$ cat config.mk
export PLATFORM = sky130hd
export DESIGN_NAME = bus_fault_status
export DESIGN_NICKNAME = d
export VERILOG_FILES = /design/src/rtl/bfs_pkg.sv /design/src/rtl/bfs_gstat_enc.sv /design/src/rtl/bfs_bstat_enc.sv /design/src/rtl/bfs_seq.sv /design/src/rtl/bus_fault_status.sv
export SDC_FILE = /design/constraint.sdc
export NUM_CORES = 1
export LEC_CHECK = 0
export ABC_CLOCK_PERIOD_IN_PS = 900
export BUFFER_PORTS_ARGS = -buffer_cell sky130_fd_sc_hd__buf_2
export CAP_MARGIN = 20
export CORE_ASPECT_RATIO = 1.5
export CORE_MARGIN = 8
export CORE_UTILIZATION = 40
export DETAILED_ROUTE_END_ITERATION = 16
export PLACE_DENSITY = 0.8
export SLEW_MARGIN = 20
export SYNTH_ARGS = -nofsm -noshare
export SYNTH_HDL_FRONTEND = slang
export SYNTH_SLANG_ARGS = --single-unit
$ cat constraint.sdc
create_clock -name clk -period 0.9 [get_ports clk]
set_input_delay 0.135 -clock clk [delete_from_list [all_inputs] [get_ports clk]]
set_output_delay 0.135 -clock clk [all_outputs]
set_load 0.01 [all_outputs]
$ cat src/rtl/bfs_pkg.sv
package bfs_pkg;

    typedef enum logic [1:0] {
        FK_PAGE_ABSENT = 2'd0,
        FK_USER_IO     = 2'd1,
        FK_KERNEL_AREA = 2'd2,
        FK_WRITE_PROT  = 2'd3
    } fault_kind_e;

    typedef enum logic {
        ST_IDLE   = 1'b0,
        ST_REPORT = 1'b1
    } seq_state_e;

    localparam logic [15:0] STAT_CLEARED  = 16'hFFFF;
    localparam logic [15:0] GS_PAGE_WR    = 16'h8BFF;
    localparam logic [15:0] GS_PAGE_RD    = 16'hCBFF;
    localparam logic [15:0] GS_UIO_WR     = 16'h9AFF;
    localparam logic [15:0] GS_UIO_RD     = 16'hDAFF;
    localparam logic [15:0] GS_PARITY_BIT = 16'h0400;

    localparam logic [7:0] BS_WIDE     = 8'h7C;
    localparam logic [7:0] BS_ODD_BYTE = 8'h7D;
    localparam logic [7:0] BS_EVN_BYTE = 8'h7E;

endpackage

$ cat src/rtl/bfs_gstat_enc.sv
module bfs_gstat_enc
    import bfs_pkg::*;
(
    input  fault_kind_e kind,
    input  logic        is_write,
    input  logic        parity_en,
    output logic        load,
    output logic [15:0] code
);

    logic [15:0] base;

    always_comb begin
        load = 1'b0;
        base = STAT_CLEARED;
        unique case (kind)
            FK_PAGE_ABSENT: begin
                load = 1'b1;
                base = is_write ? GS_PAGE_WR : GS_PAGE_RD;
            end
            FK_USER_IO: begin
                load = 1'b1;
                base = is_write ? GS_UIO_WR : GS_UIO_RD;
            end
            FK_KERNEL_AREA,
            FK_WRITE_PROT: begin
                load = 1'b0;
                base = STAT_CLEARED;
            end
        endcase
        code = parity_en ? (base | GS_PARITY_BIT) : base;
    end

endmodule

$ cat src/rtl/bfs_bstat_enc.sv
module bfs_bstat_enc
    import bfs_pkg::*;
#(
    parameter int ADDR_W = 24
) (
    input  logic [ADDR_W-1:0] addr,
    input  logic              wide,
    output logic [15:0]       hi_word,
    output logic [15:0]       lo_word
);

    localparam int UP_W = ADDR_W - 16;

    logic [7:0] shape;
    logic [7:0] upper;

    always_comb begin
        if (wide)
            shape = BS_WIDE;
        else if (addr[0])
            shape = BS_ODD_BYTE;
        else
            shape = BS_EVN_BYTE;
    end

    generate
        if (UP_W >= 8) begin : g_full_upper
            assign upper = addr[23:16];
        end else begin : g_part_upper
            assign upper = {{(8-UP_W){1'b0}}, addr[ADDR_W-1:16]};
        end
    endgenerate

    assign hi_word = {shape, 8'h00} | {8'h00, upper};
    assign lo_word = addr[15:0];

endmodule

$ cat src/rtl/bfs_seq.sv
module bfs_seq
    import bfs_pkg::*;
(
    input  logic clk,
    input  logic rst_n,
    input  logic fault,
    output logic berr
);

    seq_state_e state_q;
    seq_state_e state_d;

    always_comb begin
        state_d = state_q;
        unique case (state_q)
            ST_IDLE:   if (fault) state_d = ST_REPORT;           // T_FAULT
            ST_REPORT: state_d = fault ? ST_REPORT : ST_IDLE;    // T_AGAIN / T_DONE
        endcase
    end

    always_ff @(posedge clk) begin
        if (!rst_n)
            state_q <= ST_IDLE;
        else
            state_q <= state_d;
    end

    always_comb begin
        berr = 1'b0;
        unique case (state_q)
            ST_IDLE:   berr = 1'b0;
            ST_REPORT: berr = 1'b1;
        endcase
    end

endmodule

$ cat src/rtl/bus_fault_status.sv
module bus_fault_status
    import bfs_pkg::*;
#(
    parameter int ADDR_W = 24
) (
    input  logic              clk,
    input  logic              rst_n,
    input  logic              flt_valid,
    input  logic [1:0]        flt_kind,
    input  logic              flt_write,
    input  logic              flt_wide,
    input  logic [ADDR_W-1:0] flt_addr,
    input  logic              par_irq_en,
    input  logic              clr_stb,
    output logic [15:0]       gstat,
    output logic [15:0]       bstat_hi,
    output logic [15:0]       bstat_lo,
    output logic              bus_err
);

    logic        g_load;
    logic [15:0] g_code;
    logic [15:0] hi_code;
    logic [15:0] lo_code;
    logic [15:0] gstat_q, bhi_q, blo_q;

    bfs_gstat_enc u_genc (
        .kind      (fault_kind_e'(flt_kind)),
        .is_write  (flt_write),
        .parity_en (par_irq_en),
        .load      (g_load),
        .code      (g_code)
    );

    bfs_bstat_enc #(.ADDR_W(ADDR_W)) u_benc (
        .addr    (flt_addr),
        .wide    (flt_wide),
        .hi_word (hi_code),
        .lo_word (lo_code)
    );

    bfs_seq u_seq (
        .clk   (clk),
        .rst_n (rst_n),
        .fault (flt_valid),
        .berr  (bus_err)
    );

    always_ff @(posedge clk) begin
        if (!rst_n) begin
            gstat_q <= STAT_CLEARED;
            bhi_q   <= STAT_CLEARED;
            blo_q   <= STAT_CLEARED;
        end else begin
            if (flt_valid && g_load)
                gstat_q <= g_code;
            else if (clr_stb)
                gstat_q <= STAT_CLEARED;

            if (flt_valid) begin
                bhi_q <= hi_code;
                blo_q <= lo_code;
            end else if (clr_stb) begin
                bhi_q <= STAT_CLEARED;
                blo_q <= STAT_CLEARED;
            end
        end
    end

    assign gstat    = gstat_q;
    assign bstat_hi = bhi_q;
    assign bstat_lo = blo_q;

endmodule

==> metrics.md, run 1 <==
| Metric | Value |
|---|---|
| Mean area per synthesized cell | `8.88 sq um` |
| Top delay family on crit path | `flip-flops` |
| Clock transition at the register clock pins on the worst setup and hold paths after CTS | `0.06 ns` |
| Per-cell routed wire length | `13.4 microns` |
| IO Pins | `82` |
| Worst setup slack for register-to-register paths | `0.06 ns` |
| Die Outline Area | `5730 sq um` |
| Portion of the post-synthesis area used by sequential elements | `46.8%` |
| Maximum achievable frequency | `1150 MHz` |
| Total number of H-tree levels | `2` |
| Peak fanout along the critical path | `2` |
| Area post-placement | `1760 sq um` |
| Via count of the first global-routing pass | `1241` |
| Die Span X | `64.5 microns` |
| Total setup violations reported at the end of the flow | `0` |
| Area growth syn-to-layout | `38.4%` |
| Aggregate routed wire length | `3620 microns` |
| Worst Setup Start Kind | `flop` |
| Stage delay of the slowest cell on the critical path | `0.33 ns` |
| Yosys reg bits | `33` |
| RD Place Congestion | `0.826` |
| Final period demand of the worst path | `0.870 ns` |
| Clock Skews | `0 ns` |
| Critical path capture point type | `output pin` |
| Number of cell rows | `26` |
| Worst path bufs/invs | `1` |
| Buffers from clock root to sink, at most | `2` |
| Post-synthesis cell count | `159` |
| Min-Delay Path Class | `in -> reg` |
| GR Overflow Total | `0` |
| Setup TNS | `0 ns` |
| Commonest non-fill, non-tap cell in the layout | `buf_2` |
| Overall global routing resource usage | `12.4%` |
| Summed area of non-filler cells in the final layout | `1960 sq um` |
| 1st-pass router iterations | `4` |
| Effective utilization at floorplan | `41.8%` |
| Critical Path RT | `0.76 ns` |
| Detailed-route via count | `1249` |
| Core outline area | `3380 sq um` |
| Maximum vdd ir drop | `1.00 mV` |
| Layout cell share with drive strength beyond 1 | `49.1%` |
| # Max-Cap Violations | `0` |
| Highest-count cells in the layout ignoring fill and taps | `56 x buf_2, 28 x nor3_1, 28 x dfxtp_2` |
| Number of nets still failing antenna checks after routing | `0` |
| Drt drc | `0` |
| Maximum number of pins on one net before global-route repair | `33` |
| Violation count after the first detailed-route iteration | `9` |
| Outcome | `finished clean` |
| Critical Path, Cell by Cell | `buf_2` |
| Y dimension of the die | `88.8 microns` |
| Largest cells by area after synthesis | `dfxtp_1 47%, nor2b_1 11%, nor3_1 9.9%` |
| Category of the critical setup timing path | `reg -> out` |
| Count of port buffers added during placement | `65` |
| Total half-perimeter wirelength after legalization and detailed placement | `2800 microns` |
| Total clock sinks | `33` |
| Number of nets in the layout | `260` |
| Initial antenna violation count | `0` |
| Clock buffers created by TritonCTS | `5` |
| Final Slew Violations | `0` |
| Cell type of the slowest stage on the worst timing path | `dfxtp_1` |
| Unrepaired setup endpoints after global routing | `true` |
| Biggest area consumer among synthesized cells | `dfxtp_1` |
| Insertion delay to the later sink of the worst-skew pair | `0.27 ns` |
| Synth warnings | `0` |
| Number of cells in the finished layout apart from fillers | `270` |
| Total instance count after detailed placement | `261` |
| Share of the synthesized area in the top cell type | `46.8%` |
| Power density relative to cell area | `1670 nW/um^2` |
| Number of distinct library cells after synthesis | `19` |
| CP Data Arrival Time | `0.74 ns` |
| Wire length of the first global-routing pass | `5620 microns` |
| Endpoints failing hold | `0` |
| Root Driver | `clkbuf_8` |
| Period utilisation layout | `96.7%` |
| Detail-routed via count per cell | `4.63` |
| TritonCTS clock tree | `built` |
| Post-Synthesis Cell Area | `1410 sq um` |
| Antenna cells | `0` |
| Leakage power | `0.000808 uW` |
==> report_power, final <==
part / leakage [uW] / switching, uW / total [uW] / internal, uW
logic: 0.000491 / 249 / 492 / 243
clock network: 0.0000542 / 494 / 1180 / 690
registers: 0.000263 / 37.6 / 1580 / 1550
total: 0.000808 / 781 / 3260 / 2480
==> synth_stat cells (all sizes together) <==
master	count
dfxtp	33
and2	3
nand2b	1
conb	1
o211ai	1
o31ai	1
nand2	1
o21ai	31
buf	25
nand3b	1
clkbuf	3
nor3	28
nor2	5
nor2b	25
==> state kept, by name, indices dropped and copies added, names as in the netlist <==
| name | flops |
|---|---|
| u_seq.state_q | 1 |
| gstat | 5 |
| bstat_hi | 11 |
| bstat_lo | 16 |
==> layout make-up <==
class                           instances  area, sq um
Tap cell                               42         52.6
Multi-Input combinational cell        113          594
Clock buffer                            7         96.3
Clock inverter                          1         5.00
Fill cell                             311         1430
Timing Repair Buffer                   74          512
Sequential cell                        33          696
==> worst paths after layout <==
path | cells after the start | startpoint | endpoint
worst max-delay path | 1 | bstat_lo[15] | bstat_lo[15]
worst min-delay path | 3 | flt_addr[6] | bstat_lo[6]
worst max register to register | 3 | bstat_hi[9] | bstat_hi[9]
worst min register to register | 2 | bstat_hi[5] | bstat_hi[5]
==> kinds of logic after synthesis <==
kind of cell | count (synthesis) | synth area share (%)
compound gates | 33 | 12.4
buf+inv | 28 | 15.1
flops | 33 | 46.8
other cells | 1 | 0.265
simple gates | 64 | 25.4
==> what timing repair did <==
action                                  CTS  global route
setup buffers                             0             1
gates resized for setup                   2            35
endpoints found under the setup margin    2            28
hold buffers                              0             0
==> through the flow <==
step	setup slack, ns	total power, uW	util [%]	hold slack (ns)
after floorplan	0.140	1900	-	0.215
after CTS	0.00178	3270	55.0	0.0956
after detailed placement	0.0450	2070	51.9	0.390
final	0.0296	3260	57.8	0.104
after global placement	0.0675	2060	51.9	0.382
after global routing	-0.0000362	3440	57.8	0.0972
==> layer usage <==
metal | up-vias | global-route usage (%) | part of all wire [%]
li1 | 635 | - | -
met1 | 565 | 10.4 | 36
met2 | 43 | 23.1 | 53
met3 | 6 | 5.83 | 8.5
met4 | 0 | 7.37 | 1.9
met5 | - | 0 | 0
Power figures use the tool's default switching activity.
==> run 2: changes to the inputs <==
CORE_UTILIZATION = 43   (was 40)
PLACE_DENSITY = 0.85   (was 0.8)
==> run 2 against run 1 <==
Non-clock buffer count unchanged. Maximum frequency about the same. Clock-buffer cell count decreased by 1. Hold slack improved by 0.0017 ns. Via count decreased by 0.80%. Flip-flop and latch count unchanged. Power decreased by 5.2%. Clock skew unchanged. Clock power decreased by 13%.
==> metrics.md, run 2 (same netlist as run 1, synthesis figures left out) <==
| Metric | Value |
|---|---|
| Via count of the first global-routing pass | `1161 (-6.4%)` |
| Antenna cells | `0 (unchanged)` |
| Clock buffers created by TritonCTS | `5 (unchanged)` |
| Power density relative to cell area | `1620 nW/um^2 (-2.6%)` |
| Detailed-route via count | `1239 (-0.80%)` |
| Per-cell routed wire length | `13.2 microns (-1.5%)` |
| Total number of H-tree levels | `2 (unchanged)` |
| RR Endpoint | `bstat_hi[9]` |
| Crit Reg-Reg Startpoint | `bstat_hi[9]` |
| Overall global routing resource usage | `12.3% (-0.12 points)` |
| Y dimension of the die | `86.2 microns (-2.9%)` |
| Register area | `683 sq um (-1.8%)` |
| Category of the critical setup timing path | `reg -> out` |
| Count of port buffers added during placement | `65 (unchanged)` |
| Layout cell share with drive strength beyond 1 | `44.3% (-4.8 points)` |
| Root Driver | `clkbuf_8` |
| Aggregate routed wire length | `3540 microns (-2.2%)` |
| Hold depth | `3 (unchanged)` |
| Die Span X | `62.8 microns (-2.7%)` |
| CP Data Arrival Time | `0.74 ns (about the same)` |
| Max reg flops | `16 (unchanged)` |
| Final WS setup | `0.0292 ns (-0.000403 ns)` |
| Violation count after the first detailed-route iteration | `16 (+7)` |
| Cell type of the slowest stage on the worst timing path | `dfxtp_1` |
| Critical Path, Cell by Cell | `buf_2` |
| Wire length of the first global-routing pass | `5420 microns (-3.7%)` |
| Buffers from clock root to sink, at most | `2 (unchanged)` |
| Die Outline Area | `5410 sq um (-5.5%)` |
| TritonCTS clock tree | `built` |
| Number of nets in the layout | `260 (unchanged)` |
| Final Slew Violations | `0 (unchanged)` |
| Commonest non-fill, non-tap cell in the layout | `buf_2` |
| Worst Setup Slack post-DPL | `0.0419 ns (-0.00317 ns)` |
| Final period demand of the worst path | `0.871 ns (+0.000403 ns)` |
| Period utilisation layout | `96.8% (about the same)` |
| Post-CTS Hold Fix Bufs | `0 (unchanged)` |
| GR Overflow Total | `0 (unchanged)` |
| Number of nets still failing antenna checks after routing | `0 (unchanged)` |
| Clock transition at the register clock pins on the worst setup and hold paths after CTS | `0.07 ns (about the same)` |
| Total setup violations reported at the end of the flow | `0 (unchanged)` |
| Startpoint of the most critical hold path | `flt_addr[6]` |
| Maximum achievable frequency | `1150 MHz (about the same)` |
| Initial antenna violation count | `0 (unchanged)` |
| Number of gates given a new drive strength after cts | `1 (-1)` |
| Drt drc | `0 (unchanged)` |
| Worst path bufs/invs | `1 (unchanged)` |
| Highest-count cells in the layout ignoring fill and taps | `61 x buf_2, 28 x nor3_1, 27 x o21ai_1` |
| # Max-Cap Violations | `0 (unchanged)` |
| 1st-pass router iterations | `2 (-2)` |
| Total clock sinks | `33 (unchanged)` |
| Worst Setup Start Kind | `flop` |
| # fillers | `310 (-0.32%)` |
| Peak fanout along the critical path | `2 (unchanged)` |
| Endpoints failing hold | `0 (unchanged)` |
| Area growth syn-to-layout | `34.7%` |
| Total half-perimeter wirelength after legalization and detailed placement | `2750 microns (-1.9%)` |
| Post-layout util | `60.2% (+2.4 points)` |
| Stage delay of the slowest cell on the critical path | `0.33 ns (about the same)` |
| Maximum number of pins on one net before global-route repair | `34 (+3.0%)` |
| Number of cell rows | `25 (-3.8%)` |
| Critical Path RT | `0.76 ns (about the same)` |
| Worst Reg-to-Reg Cells | `2 (-1)` |
| Insertion delay to the later sink of the worst-skew pair | `0.27 ns (about the same)` |
| Detail-routed via count per cell | `4.62 (about the same)` |
| Top delay family on crit path | `flip-flops` |
| IO Pins | `82 (unchanged)` |
| Critical path capture point type | `output pin` |
| RD Place Congestion | `0.729 (-12%)` |
| Core outline area | `3160 sq um (-6.6%)` |
| Leakage power | `0.000791 uW (-2.1%)` |
| Maximum vdd ir drop | `1.16 mV (+16%)` |
| Min-Delay Path Class | `in -> reg` |
| Area used by multi-input combinational logic | `594 sq um (unchanged)` |
| Effective utilization at floorplan | `44.7% (+3.0 points)` |
| Endpoint of the worst hold-timing path | `bstat_lo[6]` |
| Outcome | `finished clean` |
| Number of post-CTS setup repair buffers | `0 (unchanged)` |
| Clock Skews | `0 ns (unchanged)` |
| Worst setup slack for register-to-register paths | `0.16 ns (+0.10 ns)` |
==> run 2: worst max-delay path by stage <==
stage | start | endpoint | slack (ns) | cells after the start
2_1_floorplan | flt_valid | bstat_hi[9] | 0.14 | 4
6_report | bstat_hi[7] | bstat_hi[7] | 0.03 | 1
3_5_place_dp | flt_valid | bstat_hi[9] | 0.04 | 4
3_3_place_gp | flt_valid | bstat_hi[9] | 0.06 | 4
5_1_grt | bstat_lo[11] | bstat_lo[11] | -0.003 | 1
4_1_cts | bstat_hi[8] | bstat_hi[8] | 0.003 | 1
==> run 2: per-stage QoR <==
| stage | instances | cell area, sq um | hold WS, ns | power, uW | TNS [ns] |
|---|---|---|---|---|---|
| after detailed placement | 260 | 1770 | 0.388 | 2070 | 0 |
| after global routing | 268 | 1900 | 0.106 | 3240 | -0.00417 |
| after global placement | 260 | 1770 | 0.381 | 2070 | 0 |
| after CTS | 268 | 1860 | 0.0993 | 3110 | 0 |
| after floorplan | 174 | 1470 | 0.215 | 1900 | 0 |
| final | 268 | 1900 | 0.105 | 3090 | 0 |
==> run 2: report_power, final <==
part / internal, uW / switching, uW
clock network: 535 / 494
logic: 237 / 247
registers: 1540 / 35.5
total: 2310 / 776
==> run 2: routing by layer <==
metal / vias up / GRT usage [%] / share of wire [%]
met4: 0 / 8.33 / 1.7
li1: 634 / - / -
met1: 558 / 11.5 / 37
met3: 4 / 4.65 / 7.4
met2: 43 / 21.9 / 53
met5: - / 0 / 0
==> run 2: area by class of cell <==
type	instances	area share [%]
multi-input cells	113	31.2
clock buffers	6	3.81
repair buffers	74	25.9
clock inverters	2	0.526
well taps	40	2.63
flip-flops and latches	33	35.9
